## src/rtl/ufc_pkg.sv

```systemverilog
package ufc_pkg;
  localparam int FEAT_CTS_GATE = 7;
  localparam int FEAT_RTS_CTL  = 6;
  localparam int FEAT_SW_SEND  = 3;
  localparam int FEAT_SW_RECV  = 1;

  typedef enum logic [1:0] {
    SW_IDLE     = 2'd0,
    SW_PAUSED   = 2'd1
  } sw_state_e;
endpackage

```

## src/rtl/ufc_rts_ctl.sv

```systemverilog
module ufc_rts_ctl #(
  parameter int LVL_W    = 7,
  parameter int SCALE_SH = 2
) (
  input  logic             clk,
  input  logic             rst,
  input  logic             en,
  input  logic [LVL_W-1:0] level,
  input  logic [3:0]       halt_nib,
  input  logic [3:0]       resume_nib,
  output logic             rts_o
);
  logic [LVL_W-1:0] halt_lvl, resume_lvl;
  assign halt_lvl   = LVL_W'(halt_nib) << SCALE_SH;
  assign resume_lvl = LVL_W'(resume_nib) << SCALE_SH;

  always_ff @(posedge clk) begin
    if (rst || !en)                rts_o <= 1'b1;
    else if (level >= halt_lvl)    rts_o <= 1'b0;
    else if (level <= resume_lvl)  rts_o <= 1'b1;
  end
endmodule

```

## src/rtl/ufc_cts_gate.sv

```systemverilog
module ufc_cts_gate (
  input  logic clk,
  input  logic rst,
  input  logic en,
  input  logic cts_i,
  input  logic tx_idle,
  output logic cts_ok
);
  always_ff @(posedge clk) begin
    if (rst || !en)   cts_ok <= 1'b1;
    else if (tx_idle) cts_ok <= cts_i;
  end
endmodule

```

## src/rtl/ufc_sw_gen.sv

```systemverilog
module ufc_sw_gen
  import ufc_pkg::*;
#(
  parameter int LVL_W    = 7,
  parameter int SCALE_SH = 2,
  parameter int DW       = 8
) (
  input  logic             clk,
  input  logic             rst,
  input  logic             en,
  input  logic [LVL_W-1:0] level,
  input  logic [3:0]       halt_nib,
  input  logic [3:0]       resume_nib,
  input  logic [DW-1:0]    xon_char,
  input  logic [DW-1:0]    xoff_char,
  input  logic             taken,
  output logic             req,
  output logic [DW-1:0]    char_o
);
  logic [LVL_W-1:0] halt_lvl, resume_lvl;
  sw_state_e state;

  assign halt_lvl   = LVL_W'(halt_nib) << SCALE_SH;
  assign resume_lvl = LVL_W'(resume_nib) << SCALE_SH;

  always_ff @(posedge clk) begin
    if (rst || !en) begin
      req    <= 1'b0;
      char_o <= '0;
      state  <= SW_IDLE;
    end else if (req) begin
      if (taken) req <= 1'b0;
    end else if (state == SW_IDLE && level >= halt_lvl) begin
      req    <= 1'b1;
      char_o <= xoff_char;
      state  <= SW_PAUSED;
    end else if (state == SW_PAUSED && level <= resume_lvl) begin
      req    <= 1'b1;
      char_o <= xon_char;
      state  <= SW_IDLE;
    end
  end
endmodule

```

## src/rtl/ufc_rx_match.sv

```systemverilog
module ufc_rx_match #(
  parameter int DW = 8
) (
  input  logic          clk,
  input  logic          rst,
  input  logic          en,
  input  logic          strobe,
  input  logic [DW-1:0] char_i,
  input  logic [DW-1:0] xon_char,
  input  logic [DW-1:0] xoff_char,
  output logic          paused,
  output logic          xoff_evt,
  output logic          store
);
  logic hit_xon, hit_xoff;
  assign hit_xoff = en && strobe && (char_i == xoff_char);
  assign hit_xon  = en && strobe && (char_i == xon_char);

  always_ff @(posedge clk) begin
    if (rst) begin
      paused   <= 1'b0;
      xoff_evt <= 1'b0;
      store    <= 1'b0;
    end else begin
      xoff_evt <= hit_xoff;
      store    <= strobe && !(hit_xon || hit_xoff);
      if (!en)           paused <= 1'b0;
      else if (hit_xoff) paused <= 1'b1;
      else if (hit_xon)  paused <= 1'b0;
    end
  end
endmodule

```

## src/rtl/uart_flow_ctl.sv

```systemverilog
module uart_flow_ctl
  import ufc_pkg::*;
#(
  parameter int LVL_W    = 7,
  parameter int SCALE_SH = 2,
  parameter int DW       = 8
) (
  input  logic             clk,
  input  logic             rst,
  input  logic [LVL_W-1:0] rx_level,
  input  logic [7:0]       feat_cfg,
  input  logic [7:0]       thr_cfg,
  input  logic [DW-1:0]    xon_char,
  input  logic [DW-1:0]    xoff_char,
  input  logic             cts_i,
  input  logic             tx_idle,
  input  logic             sc_taken,
  input  logic             rx_strobe,
  input  logic [DW-1:0]    rx_char,
  output logic             rts_o,
  output logic             tx_allow,
  output logic             sc_req,
  output logic [DW-1:0]    sc_char,
  output logic             xoff_evt,
  output logic             rx_store
);
  logic cts_ok, paused;
  logic unused_feat;
  assign unused_feat = ^{feat_cfg[5:4], feat_cfg[2], feat_cfg[0]};

  ufc_rts_ctl #(.LVL_W(LVL_W), .SCALE_SH(SCALE_SH)) u_rts (
    .clk(clk), .rst(rst), .en(feat_cfg[FEAT_RTS_CTL]), .level(rx_level),
    .halt_nib(thr_cfg[3:0]), .resume_nib(thr_cfg[7:4]), .rts_o(rts_o)
  );

  ufc_cts_gate u_cts (
    .clk(clk), .rst(rst), .en(feat_cfg[FEAT_CTS_GATE]), .cts_i(cts_i),
    .tx_idle(tx_idle), .cts_ok(cts_ok)
  );

  ufc_sw_gen #(.LVL_W(LVL_W), .SCALE_SH(SCALE_SH), .DW(DW)) u_swgen (
    .clk(clk), .rst(rst), .en(feat_cfg[FEAT_SW_SEND]), .level(rx_level),
    .halt_nib(thr_cfg[3:0]), .resume_nib(thr_cfg[7:4]),
    .xon_char(xon_char), .xoff_char(xoff_char), .taken(sc_taken),
    .req(sc_req), .char_o(sc_char)
  );

  ufc_rx_match #(.DW(DW)) u_rxm (
    .clk(clk), .rst(rst), .en(feat_cfg[FEAT_SW_RECV]), .strobe(rx_strobe),
    .char_i(rx_char), .xon_char(xon_char), .xoff_char(xoff_char),
    .paused(paused), .xoff_evt(xoff_evt), .store(rx_store)
  );

  // data bytes wait for CTS, remote pause and any pending special character
  assign tx_allow = cts_ok && !paused && !sc_req;
endmodule

```

## config.mk

```make
export PLATFORM = sky130hd
export DESIGN_NAME = uart_flow_ctl
export DESIGN_NICKNAME = d
export VERILOG_FILES = /design/src/rtl/ufc_pkg.sv /design/src/rtl/ufc_rts_ctl.sv /design/src/rtl/ufc_cts_gate.sv /design/src/rtl/ufc_sw_gen.sv /design/src/rtl/ufc_rx_match.sv /design/src/rtl/uart_flow_ctl.sv
export SDC_FILE = /design/constraint.sdc
export NUM_CORES = 1
export LEC_CHECK = 0
export BUFFER_PORTS_ARGS = -buffer_cell sky130_fd_sc_hd__buf_4
export CAP_MARGIN = 20
export CORE_UTILIZATION = 35
export DETAILED_ROUTE_END_ITERATION = 12
export PLACE_DENSITY_LB_ADDON = 0.15
export SYNTH_ARGS = -nofsm -noshare
export SYNTH_HDL_FRONTEND = slang
export SYNTH_SLANG_ARGS = --single-unit
```

## constraint.sdc

```tcl
create_clock -name clk -period 3.1 [get_ports clk]
set_input_delay 0.31 -clock clk [delete_from_list [all_inputs] [get_ports clk]]
set_output_delay 0.31 -clock clk [all_outputs]
set_load 0.03 [all_outputs]
```

==> impl_metrics.csv <==
group,metric,value,unit
grt,antenna_found_initial,0,
place,gp_congestion,0.843,
final_layout,fin_cells,207,
timing,period_minus_slack,1.97,ns
critical_path,cp_data_required_time,3.27,ns
timing,rsz0062_at_grt,"no",
min_path,hp-class,"input port to flip-flop",
timing,setup_tns,0,ns
timing,relSlewSlack,0.539,
critical_path,cp-end-kind,"flip-flop",
clock_network,path_clk_slew,0.08,ns
power_and_ir_drop,p_int,0.354,mW
final_layout,final_nets,238,
critical_path,start_kind,"input port",
clock_network,htree_levels,1,
power_and_ir_drop,switchingPower,0.169,mW
critical_path,r2r_end,"u_swgen.char_o[3]$_SDFFE_PP0P_",
logic_synthesis,synth.most_common_cell,"dfxtp_1",
logic_synthesis,syn_area_per_cell,9.07,sq um
critical_path,critPathSlowestCell,"a311o_1",
timing,hold_violations,0,
clock_network,clk_latency,0.28,ns
timing,worstMarginPinSlew,0.689,ns
floorplan,start_util,0.378,
logic_synthesis,synth_nets,178,
critical_path,critPathArrivalTime,2.14,ns
clock_network,cts_setup_buffers,0,
logic_synthesis,ys_types,36,
run,maxCapViolCount,0,
routing,drcViolationCount,6,
critical_path,rr_startpoint,"u_swgen.req$_SDFF_PP0_",
routing,firstDrtPassIters,8,
logic_synthesis,ys_ff_latch,15,
power_and_ir_drop,power.total,0.523,mW
grt,grt_overflow,0,
grt,track_usage,0.189,
power_and_ir_drop,power_frac_clock,0.213,
critical_path,r2r_setup_slack,1.32,ns
floorplan,die_w,57.1,um
clock_network,clock_path_buffers,2,
outcome,violations,"design-rule violations",
clock_network,cts_resized,0,
routing,num_vias,1066,
clock_network,cts_tree,"yes",
critical_path,slowest_delay,0.45,ns
logic_synthesis,yosys_warnings,0,
logic_synthesis,synth-edff-count,0,
logic_synthesis,synth_area,0.00106,sq mm
final_layout,fillCellCount,295,
floorplan,rows,19,
critical_path,r2r_cells,3,
grt,grt_max_degree,14,
timing,drv_slew,0,
power_and_ir_drop,power_switching_share,0.324,
floorplan,dieArea,0.00326,sq mm
routing,drtIter0Drc,34,
clock_network,hold_buffers,0,
grt,grt_pass1_vias,1124,
place,hpwl,2.25,mm
logic_synthesis,synthArstFlopShare,0,
logic_synthesis,synth_cells,117,
grt,grt_pass1_wl,4.79,mm
timing,setup_viol,0,
critical_path,path_buf_inv,1,
clock_network,clock_sinks,15,
final_layout,insertedDiodeCount,0,
clock_network,root_buffer,"clkbuf_4",
power_and_ir_drop,combPwrFrac,0.372,
critical_path,path_cells,"buf_4 > ha_1 > and3b_2 > o21ai_1 > a311o_1 > a21bo_4 > o221a_1",
outcome,outcome,"complete, but fails checks",
power_and_ir_drop,p_leak,0.748,nW
clock_network,numCtsBuffers,3,
logic_synthesis,synth_top_area_cell,"dfxtp_1",
place,place_inst,203,
timing,finalCritPeriodShare,0.636,
logic_synthesis,synth_common_cells,"dfxtp_1 (15), nor2_1 (14), a31oi_1 (9), xor2_1 (9)",
timing,clock.fmax,507,MHz
final_layout,drive_gt1_frac,0.386,
min_path,min_to,"u_cts.cts_ok$_SDFFE_PP1P_",
power_and_ir_drop,powerDensity,339,mW/mm^2
min_path,hold_depth,2,
routing,drt-wirelength-per-cell,13.5,um
critical_path,path_delay_family,"compound AO/OA/AOI/OAI gates",
logic_synthesis,yosys_most_used_dff,"dfxtp_1",
logic_synthesis,synth.area.top_cells,"dfxtp_1 (28%), ha_1 (9.4%), o221a_1 (8.5%)",
logic_synthesis,ys_seq_area_frac,0.283,
power_and_ir_drop,sequentialPowerShare,0.415,
power_and_ir_drop,vdd_drop_max,0.160,mV
place,io_buffers,61,
critical_path,crit_type,"input port to flip-flop",
routing,ant_nets,0,
floorplan,pin_count,66,
logic_synthesis,yosysTopAreaCellShare,0.283,
critical_path,worst-path-max-fanout,9,
routing,postRouteWirelength,2.79,mm
routing,routed_via_density,5.15,
floorplan,chipHeight,57.1,um
floorplan,core-area,0.00281,sq mm
final_layout,area_growth,45.4,%
timing,clock_skew,0.00835,ns
min_path,hold_start,"feat_cfg[7]",
==> metrics by stage <==
stage	utilization	cell area [sq um]	hold WS [ns]	worst slack (ns)
2_1_floorplan	-	1060	0.393	1.11
3_3_place_gp	0.541	1520	0.470	0.818
3_5_place_dp	0.541	1520	0.491	0.827
4_1_cts	0.550	1540	0.211	1.13
5_1_grt	0.550	1540	0.222	1.03
6_report	0.550	1540	0.219	1.13
==> routing by layer <==
metal | vias up | GRT usage | wire length, um
met5 | - | 0 | 0
met4 | 0 | 0.0418 | 17
met3 | 2 | 0.0499 | 165
met2 | 32 | 0.343 | 1390
met1 | 488 | 0.223 | 1220
li1 | 544 | - | -
==> how the worst max path moves through the flow <==
stage | from | to | slack, ns | depth (start not counted)
2_1_floorplan | thr_cfg[2] | u_swgen.char_o[0]$_SDFFE_PP0P_ | 1.11 | 9
3_3_place_gp | rx_level[4] | u_swgen.char_o[0]$_SDFFE_PP0P_ | 0.82 | 7
3_5_place_dp | rx_level[4] | u_swgen.char_o[3]$_SDFFE_PP0P_ | 0.83 | 7
4_1_cts | rx_level[4] | u_swgen.char_o[3]$_SDFFE_PP0P_ | 1.13 | 7
5_1_grt | rx_level[4] | u_swgen.char_o[3]$_SDFFE_PP0P_ | 1.03 | 7
6_report | rx_level[4] | u_swgen.char_o[3]$_SDFFE_PP0P_ | 1.13 | 7
==> flip-flops by register name, indices dropped and copies added (netlist names) <==
signal and cells:
u_rxm.xoff_evt 1, u_cts.cts_ok 1, u_rxm.paused 1, u_rxm.store 1, u_rts.rts_o 1, u_swgen.req 1, u_swgen.state 1, u_swgen.char_o 8
==> cell families after synthesis <==
| family | after synthesis | synth area share |
|---|---|---|
| AOI/OAI and AO/OA | 28 | 0.239 |
| xor gates and xnor gates | 16 | 0.132 |
| adders and majority gates | 8 | 0.0943 |
| buffers and inverters | 14 | 0.0672 |
| DFF | 15 | 0.283 |
| muxes | 1 | 0.00943 |
| and+or+nand+nor | 35 | 0.175 |
==> cells in the final DEF, fill, tap and decap left out, drive strengths merged, types with 2 or more instances in the layout <==
master / synthesis / layout
o221a: 8 / 8
nor2: 14 / 14
clkbuf: 3 / 4
nand3: 3 / 3
o21ai: 2 / 2
or4: 2 / 2
xnor2: 7 / 7
nand2b: 2 / 2
xor2: 9 / 9
buf: 3 / 61
dfxtp: 15 / 15
a31oi: 9 / 9
nand4: 2 / 2
inv: 8 / 8
a21oi: 2 / 2
nor2b: 3 / 3
ha: 8 / 8
==> power groups by stage <==
stage	clock network (mW)	logic, mW	registers [mW]
finish	0.112	0.195	0.217
global route	0.125	0.212	0.218
CTS	0.117	0.197	0.217
detailed placement	0	0.195	0.221
global placement	0	0.194	0.221
floorplan	0	0.0985	0.235
==> final cells by class <==
type | instances | area [sq um] | share of cell area
multi-input cells | 88 | 689 | 0.447
clock buffers | 4 | 26.3 | 0.0170
flip-flops and latches | 15 | 300 | 0.195
well taps | 31 | 38.8 | 0.0251
inverters | 8 | 30.0 | 0.0195
repair buffers | 61 | 458 | 0.297
No activity file was read; power rests on OpenSTA's default activity.
